**config.mk**
```make
export PLATFORM = sky130hd
export DESIGN_NAME = flow_seq
export DESIGN_NICKNAME = d
export VERILOG_FILES = /design/src/rtl/flow_pkg.sv /design/src/rtl/flow_decode.sv /design/src/rtl/flow_cond.sv /design/src/rtl/ret_stack.sv /design/src/rtl/flow_seq.sv
export SDC_FILE = /design/constraint.sdc
export NUM_CORES = 1
export LEC_CHECK = 0
export ABC_AREA = 1
export ABC_CLOCK_PERIOD_IN_PS = 3600
export CELL_PAD_IN_SITES_DETAIL_PLACEMENT = 1
export CELL_PAD_IN_SITES_GLOBAL_PLACEMENT = 1
export CORE_ASPECT_RATIO = 0.5
export CORE_UTILIZATION = 46
export CTS_BUF_LIST = sky130_fd_sc_hd__clkbuf_4
export CTS_CLUSTER_SIZE = 24
export DETAILED_ROUTE_END_ITERATION = 6
export HOLD_SLACK_MARGIN = 0.08
export PLACE_DENSITY_LB_ADDON = 0.08
export REMOVE_ABC_BUFFERS = 1
export SLEW_MARGIN = 30
export SYNTH_ARGS = -nofsm -noshare
export SYNTH_HDL_FRONTEND = slang
export SYNTH_SLANG_ARGS = --single-unit
```
**constraint.sdc**
```tcl
create_clock -name clk -period 3.6 [get_ports clk]
set_input_delay 0.72 -clock clk [delete_from_list [all_inputs] [get_ports clk]]
set_output_delay 0.72 -clock clk [all_outputs]
set_load 0.05 [all_outputs]
```
**src/rtl/flow_pkg.sv**
```systemverilog
package flow_pkg;

    typedef enum logic [2:0] {
        FK_IDLE,
        FK_SEQ,
        FK_JUMP,
        FK_BRANCH,
        FK_CALL,
        FK_RET
    } flow_kind_e;

    typedef enum logic [2:0] {
        CC_NONE = 3'd0,
        CC_GT   = 3'd1,
        CC_LT   = 3'd2,
        CC_NZ   = 3'd3,
        CC_Z    = 3'd4,
        CC_GE   = 3'd5,
        CC_LE   = 3'd6,
        CC_ALL  = 3'd7
    } cond_code_e;

    typedef struct packed {
        flow_kind_e kind;
        cond_code_e cond;
    } flow_dec_t;

    localparam logic [3:0] SUB_JUMP = 4'h0;
    localparam logic [3:0] SUB_CALL = 4'h8;
    localparam logic [3:0] SUB_RET  = 4'h9;

endpackage

```
**src/rtl/flow_decode.sv**
```systemverilog
module flow_decode
    import flow_pkg::*;
#(
    parameter int IW = 16
) (
    input  logic          step,
    input  logic [IW-1:0] instr,
    output flow_dec_t     dec
);
    localparam int GRP_HI = IW - 1;
    localparam int GRP_LO = IW - 4;
    localparam int SUB_HI = IW - 5;
    localparam int SUB_LO = IW - 8;

    logic [3:0] grp;
    logic [3:0] sub;

    assign grp = instr[GRP_HI:GRP_LO];
    assign sub = instr[SUB_HI:SUB_LO];

    always_comb begin
        dec.kind = FK_IDLE;
        dec.cond = CC_NONE;
        if (step) begin
            if (grp != 4'h0) begin
                dec.kind = FK_SEQ;
            end else if (sub == SUB_JUMP) begin
                dec.kind = FK_JUMP;
            end else if (sub[3] == 1'b0) begin
                dec.kind = FK_BRANCH;
                dec.cond = cond_code_e'(sub[2:0]);
            end else if (sub == SUB_CALL) begin
                dec.kind = FK_CALL;
            end else if (sub == SUB_RET) begin
                dec.kind = FK_RET;
            end else begin
                dec.kind = FK_SEQ;
            end
        end
    end
endmodule

```
**src/rtl/flow_cond.sv**
```systemverilog
module flow_cond
    import flow_pkg::*;
#(
    parameter int DW = 16
) (
    input  cond_code_e    cond,
    input  logic [DW-1:0] acc,
    output logic          taken
);
    logic neg;
    logic zero;

    assign neg  = acc[DW-1];
    assign zero = (acc == '0);

    always_comb begin
        case (cond)
            CC_GT:   taken = !neg && !zero;
            CC_LT:   taken = neg;
            CC_NZ:   taken = !zero;
            CC_Z:    taken = zero;
            CC_GE:   taken = !neg;
            CC_LE:   taken = neg || zero;
            CC_ALL:  taken = 1'b1;
            default: taken = 1'b0;
        endcase
    end
endmodule

```
**src/rtl/ret_stack.sv**
```systemverilog
module ret_stack #(
    parameter int AW    = 16,
    parameter int DEPTH = 8
) (
    input  logic          clk,
    input  logic          rst,
    input  logic          push,
    input  logic          pop,
    input  logic [AW-1:0] push_data,
    output logic [AW-1:0] top_data,
    output logic          empty,
    output logic          err
);
    localparam int CW  = $clog2(DEPTH + 1);
    localparam int IXW = (DEPTH > 1) ? $clog2(DEPTH) : 1;

    logic [CW-1:0]  count;
    logic [AW-1:0]  slot [DEPTH];
    logic           full;
    logic [IXW-1:0] rd_idx;

    assign full   = (count == CW'(DEPTH));
    assign empty  = (count == '0);
    assign rd_idx = IXW'(count - 1'b1);
    assign top_data = empty ? '0 : slot[rd_idx];

    genvar i;
    generate
        for (i = 0; i < DEPTH; i++) begin : g_slot
            always_ff @(posedge clk) begin
                if (rst) begin
                    slot[i] <= '0;
                end else if (push && !full && count == CW'(i)) begin
                    slot[i] <= push_data;
                end
            end
        end
    endgenerate

    always_ff @(posedge clk) begin
        if (rst) begin
            count <= '0;
            err   <= 1'b0;
        end else begin
            if (push) begin
                if (full) err <= 1'b1;
                else      count <= count + 1'b1;
            end else if (pop) begin
                if (empty) err <= 1'b1;
                else       count <= count - 1'b1;
            end
        end
    end
endmodule

```
**src/rtl/flow_seq.sv**
```systemverilog
module flow_seq
    import flow_pkg::*;
#(
    parameter int          AW       = 16,
    parameter int          IW       = 16,
    parameter int          DW       = 16,
    parameter int          DEPTH    = 8,
    parameter logic [15:0] RESET_PC = 16'h0000
) (
    input  logic          clk,
    input  logic          rst,
    input  logic          step,
    input  logic [IW-1:0] instr,
    input  logic [DW-1:0] acc,
    input  logic [AW-1:0] next_word,
    output logic [AW-1:0] pc,
    output logic          stack_err
);
    localparam int OW = IW / 2;

    flow_dec_t     dec;
    logic          taken;
    logic [AW-1:0] pc_inc;
    logic [AW-1:0] pc_ret_addr;
    logic [AW-1:0] pc_rel;
    logic [AW-1:0] off_ext;
    logic [AW-1:0] pc_nxt;
    logic [AW-1:0] top_data;
    logic          stk_empty;
    logic          do_push;
    logic          do_pop;

    flow_decode #(.IW(IW)) u_dec (
        .step  (step),
        .instr (instr),
        .dec   (dec)
    );

    flow_cond #(.DW(DW)) u_cond (
        .cond  (dec.cond),
        .acc   (acc),
        .taken (taken)
    );

    assign do_push = (dec.kind == FK_CALL);
    assign do_pop  = (dec.kind == FK_RET);

    ret_stack #(.AW(AW), .DEPTH(DEPTH)) u_stack (
        .clk       (clk),
        .rst       (rst),
        .push      (do_push),
        .pop       (do_pop),
        .push_data (pc_ret_addr),
        .top_data  (top_data),
        .empty     (stk_empty),
        .err       (stack_err)
    );

    assign off_ext     = {{(AW-OW){instr[OW-1]}}, instr[OW-1:0]};
    assign pc_inc      = pc + AW'(1);
    assign pc_ret_addr = pc + AW'(2);
    assign pc_rel      = pc_inc + off_ext;

    always_comb begin
        case (dec.kind)
            FK_SEQ:    pc_nxt = pc_inc;
            FK_JUMP:   pc_nxt = next_word;
            FK_BRANCH: pc_nxt = taken ? pc_rel : pc_inc;
            FK_CALL:   pc_nxt = next_word;
            FK_RET:    pc_nxt = stk_empty ? pc_inc : top_data;
            default:   pc_nxt = pc;
        endcase
    end

    always_ff @(posedge clk) begin
        if (rst) pc <= AW'(RESET_PC);
        else     pc <= pc_nxt;
    end
endmodule

```
==> results of run 1 <==
## sequential cells by signal, indices dropped and copies added (netlist names)
| signal | count |
|---|---|
| u_stack.err | 1 |
| u_stack.slot | 128 |
| u_stack.count | 4 |
| pc | 16 |
## cell type report
| class | instances | area (sq um) | area share [%] |
|---|---|---|---|
| multi-input combinational | 814 | 4071 | 39.67 |
| antenna | 1 | 2.502 | 0.02438 |
| tap | 259 | 324.1 | 3.158 |
| timing repair buffer | 94 | 873.3 | 8.510 |
| clock inverter | 15 | 182.7 | 1.780 |
| inverter | 108 | 415.4 | 4.048 |
| sequential | 149 | 4265 | 41.56 |
| clock buffer | 17 | 127.6 | 1.244 |
## worst register-to-register path, delay by kind of cell (launching register included)
family	cells	cell delay [ns]
xor gates and xnor gates	1	0.21
and+or+nand+nor	14	1.60
adders and majority gates	2	0.61
buffers and inverters	2	0.15
DFF	1	0.51
## stage by stage
stage               instance area (sq um)  setup TNS [ns]  hold WS (ns)  setup slack, ns  std cells
finish                              10260               0        0.5008           0.4532       1457
global route                        10260               0        0.5404           0.1419       1457
CTS                                 10260               0        0.5093           0.4546       1456
detailed placement                   9950               0        0.4738           0.4740       1424
global placement                     9950               0        0.4535           0.5570       1424
floorplan                            8746         -152.75        0.5262           -1.208       1071
## how the worst max path moves through the flow
| stage | startpoint | to |
|---|---|---|
| CTS | pc[0]$_SDFFE_PP0P_ | pc[14]$_SDFFE_PP0P_ |
| global placement | pc[0]$_SDFFE_PP0P_ | pc[13]$_SDFFE_PP0P_ |
| finish | pc[0]$_SDFFE_PP0P_ | pc[14]$_SDFFE_PP0P_ |
| detailed placement | instr[7] | pc[14]$_SDFFE_PP0P_ |
| global route | pc[0]$_SDFFE_PP0P_ | pc[13]$_SDFFE_PP0P_ |
| floorplan | u_stack.count[0]$_SDFFE_PP0P_ | pc[13]$_SDFFE_PP0P_ |
## kinds of logic (layout without fill, tap and decap cells)
family,Yosys count,in the layout,synth area share (%)
AND/OR/NAND/NOR,628,628,30.65
other,0,1,0
XOR/XNOR,26,26,2.597
buffers and inverters,153,234,8.039
flip-flops,149,149,47.07
AO/OA/AOI/OAI,136,136,8.246
adder cells (fa/ha/maj),24,24,3.398
## cell usage in the layout (no fill, tap or decap), types with 17 or more instances in the layout
cell type,netlist,routed
a21oi_1,33,33
nand3_1,78,78
nand4_1,24,24
xor2_1,22,22
ha_1,23,23
nand2_1,249,249
nor2_1,235,235
o21ai_0,70,63
clkbuf_4,0,17
clkdlybuf4s50_1,0,67
buf_4,4,27
inv_1,101,100
dfxtp_1,21,20
edfxtp_1,128,128
## layer usage
layer / vias to the layer above / track usage (%) / wire length [um]
li1: 3827 / - / -
met1: 3945 / 38.80 / 13130
met2: 248 / 48.96 / 13520
met3: 26 / 4.183 / 1869
met4: 0 / 8.338 / 291
met5: - / 0 / 0
## power breakdown
group	total, mW	switching, mW	leakage [nW]	internal (mW)
logic	0.594	0.389	2.60	0.205
clock network	1.18	0.731	0.166	0.446
registers	1.96	0.0350	1.49	1.93
==> impl_metrics.ini, run 1 <==
[final_layout]
drive_gt1_share_pct = 8.438
fin_util_pct = 54.50
fillers = 2335
fin_nets = 1259
area_growth_pct = 13.29

[sta]
skew_ns = 0.03000
max_slew_margin_pct = 38.76
hold_viol = 0
timing.final.crit_share_pct = 87.41
setup_viol = 0
fmax_mhz = 317.8
rsz0062_at_grt = false
min_period_ns = 3.147
drv_slew = 0
worst_pin_slew_ns = 0.9155

[synthesis]
yosysWarnings = 0
async_flop_share_pct = 0
synth_top_cell_by_area = edfxtp_1
synth.distinct_cells = 48
synth.area.top_cells = edfxtp_1 42%, nand2_1 10%, nor2_1 9.7%
synth_top_area_share_pct = 42.43
synth.most_common_cell = nand2_1
synth-seq-cells = 149
postSynthAreaPerCell_sq_um = 8.117
synth_flop_cell = edfxtp_1
yosys-top-cells-count = 249 x nand2_1, 235 x nor2_1, 128 x edfxtp_1, 101 x inv_1, 78 x nand3_1
netlist_instances = 1116
seq_area_frac_synth_pct = 47.07
syn-cell-area_sq_um = 9059
synth_edf_count = 128

[outcome]
status = finished, final reports clean

[clock_tree]
post_cts_resized = 0
cts_buffers = 17
cts_tree = yes
post-cts-setup-buffer-count = 0
clkSlewWorstSetupHoldPaths_ns = 0.16
cts_sinks = 149
htree_levels = 4
clock_latency_ns = 0.57
cts_root_buf = clkbuf_4
clock_path_buffers = 2
cts_hold_buf = 0

[drt]
ant_nets = 0
wirelength_um = 28810
drc_errors = 0
drt_pass1_iterations = 5
drt-initial-drc-count = 565
viasPerCell = 5.522
vias = 8046
wl_per_cell_um = 19.78

[floorplanning]
die_h_um = 101.2
core_region_area_sq_um = 18830
dieArea_sq_um = 20290
pin_count = 68
die_w_um = 200.5
rows = 35
start_util_pct = 48.11

[grt]
grt_pass1_vias = 8133
grt_use_total_pct = 28.79
grt_pass1_wl_um = 44310
grt_antenna_before_repair = 1
overflow = 0
grt_max_degree = 70

[setup_path]
path_buf_inv = 2
critPathMaxFanout = 8
r2r_start = pc[0]$_SDFFE_PP0P_
cp-start-kind = flip-flop
crit_slowest_cell = dfxtp_1
slowest_delay_ns = 0.51
worst-setup-path-type = flip-flop to flip-flop
arrival_ns = 3.65
end_kind = flip-flop
r2r_cells = 19
crit_chain = ha_1 -> nand3_1 -> nor2_2 -> nand2_1 -> xor2_1 -> inv_1 -> ha_1 -> nand2_1 -> nor3_1 -> and2_1 -> nand2_1 -> nand2_1 -> nand2_1 -> nand2_1 -> nand2_1 -> nand3_1 -> nand4_1 -> nand2_1 -> inv_1
crit_required_ns = 4.10
crit_cells = 19
r2r_setup_slack_ns = 0.45
reg2reg_to = pc[14]$_SDFFE_PP0P_
cp_common_cell = nand2_1
crit_family = simple AND/OR/NAND/NOR gates

[pwr]
p_leak_nw = 4.265
power.total_mw = 3.733
power_per_cell_area_nw_per_um2 = 363.7
peakVddDrop_mv = 0.1878

[placement]
place.gp.congestion = 0.8813
io_buffers = 67
dpl.hpwl_um = 20020

[hold_path]
hold_path.class = flip-flop to flip-flop
hold_start = u_stack.err$_SDFFE_PP0P_
hold_path_end = u_stack.err$_SDFFE_PP0P_
hold_depth = 2

[flow_run]
max_cap_viol_count = 0
Note: power is estimated with default switching activity, not from simulation.
==> run 2, diff against run 1 <==
--- a/config.mk
+++ b/config.mk
@@ -7,10 +7,10 @@
 export LEC_CHECK = 0
 export ABC_AREA = 1
 export ABC_CLOCK_PERIOD_IN_PS = 3600
-export CELL_PAD_IN_SITES_DETAIL_PLACEMENT = 1
-export CELL_PAD_IN_SITES_GLOBAL_PLACEMENT = 1
+export CELL_PAD_IN_SITES_DETAIL_PLACEMENT = 0
+export CELL_PAD_IN_SITES_GLOBAL_PLACEMENT = 2
 export CORE_ASPECT_RATIO = 0.5
-export CORE_UTILIZATION = 46
+export CORE_UTILIZATION = 37
 export CTS_BUF_LIST = sky130_fd_sc_hd__clkbuf_4
 export CTS_CLUSTER_SIZE = 24
 export DETAILED_ROUTE_END_ITERATION = 6
==> run 2 against run 1 <==
  * Via count shrank 4.9%
  * Critical endpoint is now pc[13]$_SDFFE_PP0P_
  * Power decreased by 3.9%
  * Routed wire length fell by 1.7%
  * Worst hold slack got worse by 0.013 ns
  * Sequential share of layout area shrank 0.23 points
  * Combinational power shrank 1%
  * Register-to-register slack got worse by 0.12 ns
  * Maximum frequency down 3.7%
  * Setup slack worse by 0.12 ns
  * Largest cell class unchanged
==> impl_metrics.ini, run 2 (synthesis results as in run 1) <==
[outcome]
status = finished, final reports clean

[placement]
place.gp.congestion = 0.8641
dpl.hpwl_um = 19380
io_buffers = 67
placement.cell_area_sq_um = 10050

[floorplanning]
pin_count = 68
die_w_um = 223.3
die_h_um = 112.6
core_region_area_sq_um = 24020
rows = 40
dieArea_sq_um = 25150
start_util_pct = 37.71

[grt]
grt_antenna_before_repair = 0
grt_pass1_wl_um = 42860
grt_pass1_vias = 7242
grt_max_degree = 70
overflow = 0
grt_use_total_pct = 23.03

[final_layout]
top_regs = u_stack.slot: 128 flops, pc: 16 flops, u_stack.count: 4 flops
drive_gt1_share_pct = 8.765
n_antenna_cell = 0
layout_commonest_cell = nand2_1
final_cell_mix = 249 x nand2_1, 235 x nor2_1, 128 x edfxtp_1
final_area_sq_um = 10320
largest-register = u_stack.slot
area_growth_pct = 13.92
largest_reg_flops = 128
fin_nets = 1261
fillers = 2464

[sta]
min_period_ns = 3.266
hold_viol = 0
timing.final.crit_share_pct = 90.73
rsz0062_at_grt = false
worst_pin_slew_ns = 0.9379
setup_tns_ns = 0
max_slew_margin_pct = 37.26
setup_viol = 0
drv_slew = 0
fmax_mhz = 306.2
skew_ns = 0.02627

[setup_path]
end_kind = flip-flop
crit_required_ns = 4.07
worst-setup-path-type = flip-flop to flip-flop
r2r_setup_slack_ns = 0.33
cp-start-kind = flip-flop
critPathMaxFanout = 8
arrival_ns = 3.74

[clock_tree]
cts_tree = yes
htree_levels = 4
cts_hold_buf = 0
clkSlewWorstSetupHoldPaths_ns = 0.14
clock_latency_ns = 0.56
post-cts-setup-buffer-count = 0
cts_buffers = 17
cts_root_buf = clkbuf_4
post_cts_resized = 0
clock_path_buffers = 2
cts_sinks = 149

[flow_run]
max_cap_viol_count = 0

[drt]
vias = 7648
viasPerCell = 5.055
wirelength_um = 28330
ant_nets = 0
drt_pass1_iterations = 5
wl_per_cell_um = 18.73
drc_errors = 0
drt-initial-drc-count = 643

[pwr]
peakVddDrop_mv = 0.1860
power.total_mw = 3.589
p_leak_nw = 4.256
power_per_cell_area_nw_per_um2 = 347.8

[hold_path]
hold_path.class = flip-flop to flip-flop
[run 2: metrics by stage]
step / hold slack [ns] / cells / worst slack, ns / util, %
after floorplan: 0.5262 / 1071 / -1.208 / -
after global placement: 0.4531 / 1482 / 0.3815 / 41.85
after detailed placement: 0.4626 / 1482 / 0.3620 / 41.85
after CTS: 0.4960 / 1513 / 0.3238 / 42.96
after global routing: 0.5275 / 1513 / 0.01960 / 42.96
final: 0.4879 / 1513 / 0.3336 / 42.96
[run 2: area by class of cell]
class | count | area, sq um | share of cell area [%]
Clock buffer | 17 | 127.6 | 1.237
Timing Repair Buffer | 96 | 888.4 | 8.608
Inverter | 108 | 415.4 | 4.025
Tap cell | 315 | 394.1 | 3.819
Clock inverter | 14 | 137.6 | 1.334
Multi-Input combinational cell | 814 | 4091 | 39.65
Sequential cell | 149 | 4265 | 41.33
[run 2: report_power, final]
group	leakage (nW)	internal [mW]	switching [mW]
logic	2.62	0.206	0.381
registers	1.49	1.93	0.0338
clock network	0.142	0.360	0.682
[run 2: critical path: stages (launching register included)]
cell and delay, ns:
dfxtp_1 0.57, ha_1 0.26, nand3_1 0.15, nor2_2 0.34, nand2_1 0.13, xor2_1 0.31, ha_1 0.35, nand2_1 0.11
inv_1 0.07, a21oi_1 0.24, nor2_1 0.08, nor2_1 0.12, nand2_1 0.07, nand2_1 0.05, nand3_1 0.08, nand2_1 0.08
nand4_1 0.07, nand2_1 0.07, inv_1 0.03
[run 2: layer usage]
layer,GRT usage (%),part of all wire [%]
met2,35.98,44
met1,33.18,49
met3,5.131,6.6
met5,0,0
met4,3.516,0.61
[run 2: worst paths after layout]
kind | start | depth (start not counted) | endpoint
setup reg to reg | pc[0]$_SDFFE_PP0P_ | 18 | pc[13]$_SDFFE_PP0P_
setup / recovery | pc[0]$_SDFFE_PP0P_ | 18 | pc[13]$_SDFFE_PP0P_
hold / removal | u_stack.err$_SDFFE_PP0P_ | 2 | u_stack.err$_SDFFE_PP0P_
hold reg to reg | u_stack.err$_SDFFE_PP0P_ | 2 | u_stack.err$_SDFFE_PP0P_
==> run 3, diff against run 2 <==
--- a/config.mk
+++ b/config.mk
@@ -12,7 +12,6 @@
 export CORE_ASPECT_RATIO = 0.5
 export CORE_UTILIZATION = 37
 export CTS_BUF_LIST = sky130_fd_sc_hd__clkbuf_4
-export CTS_CLUSTER_SIZE = 24
 export DETAILED_ROUTE_END_ITERATION = 6
 export HOLD_SLACK_MARGIN = 0.08
 export PLACE_DENSITY_LB_ADDON = 0.08
==> results of run 3 <==
Same layout as run 2: the final DEF is identical, and so are final timing and power.
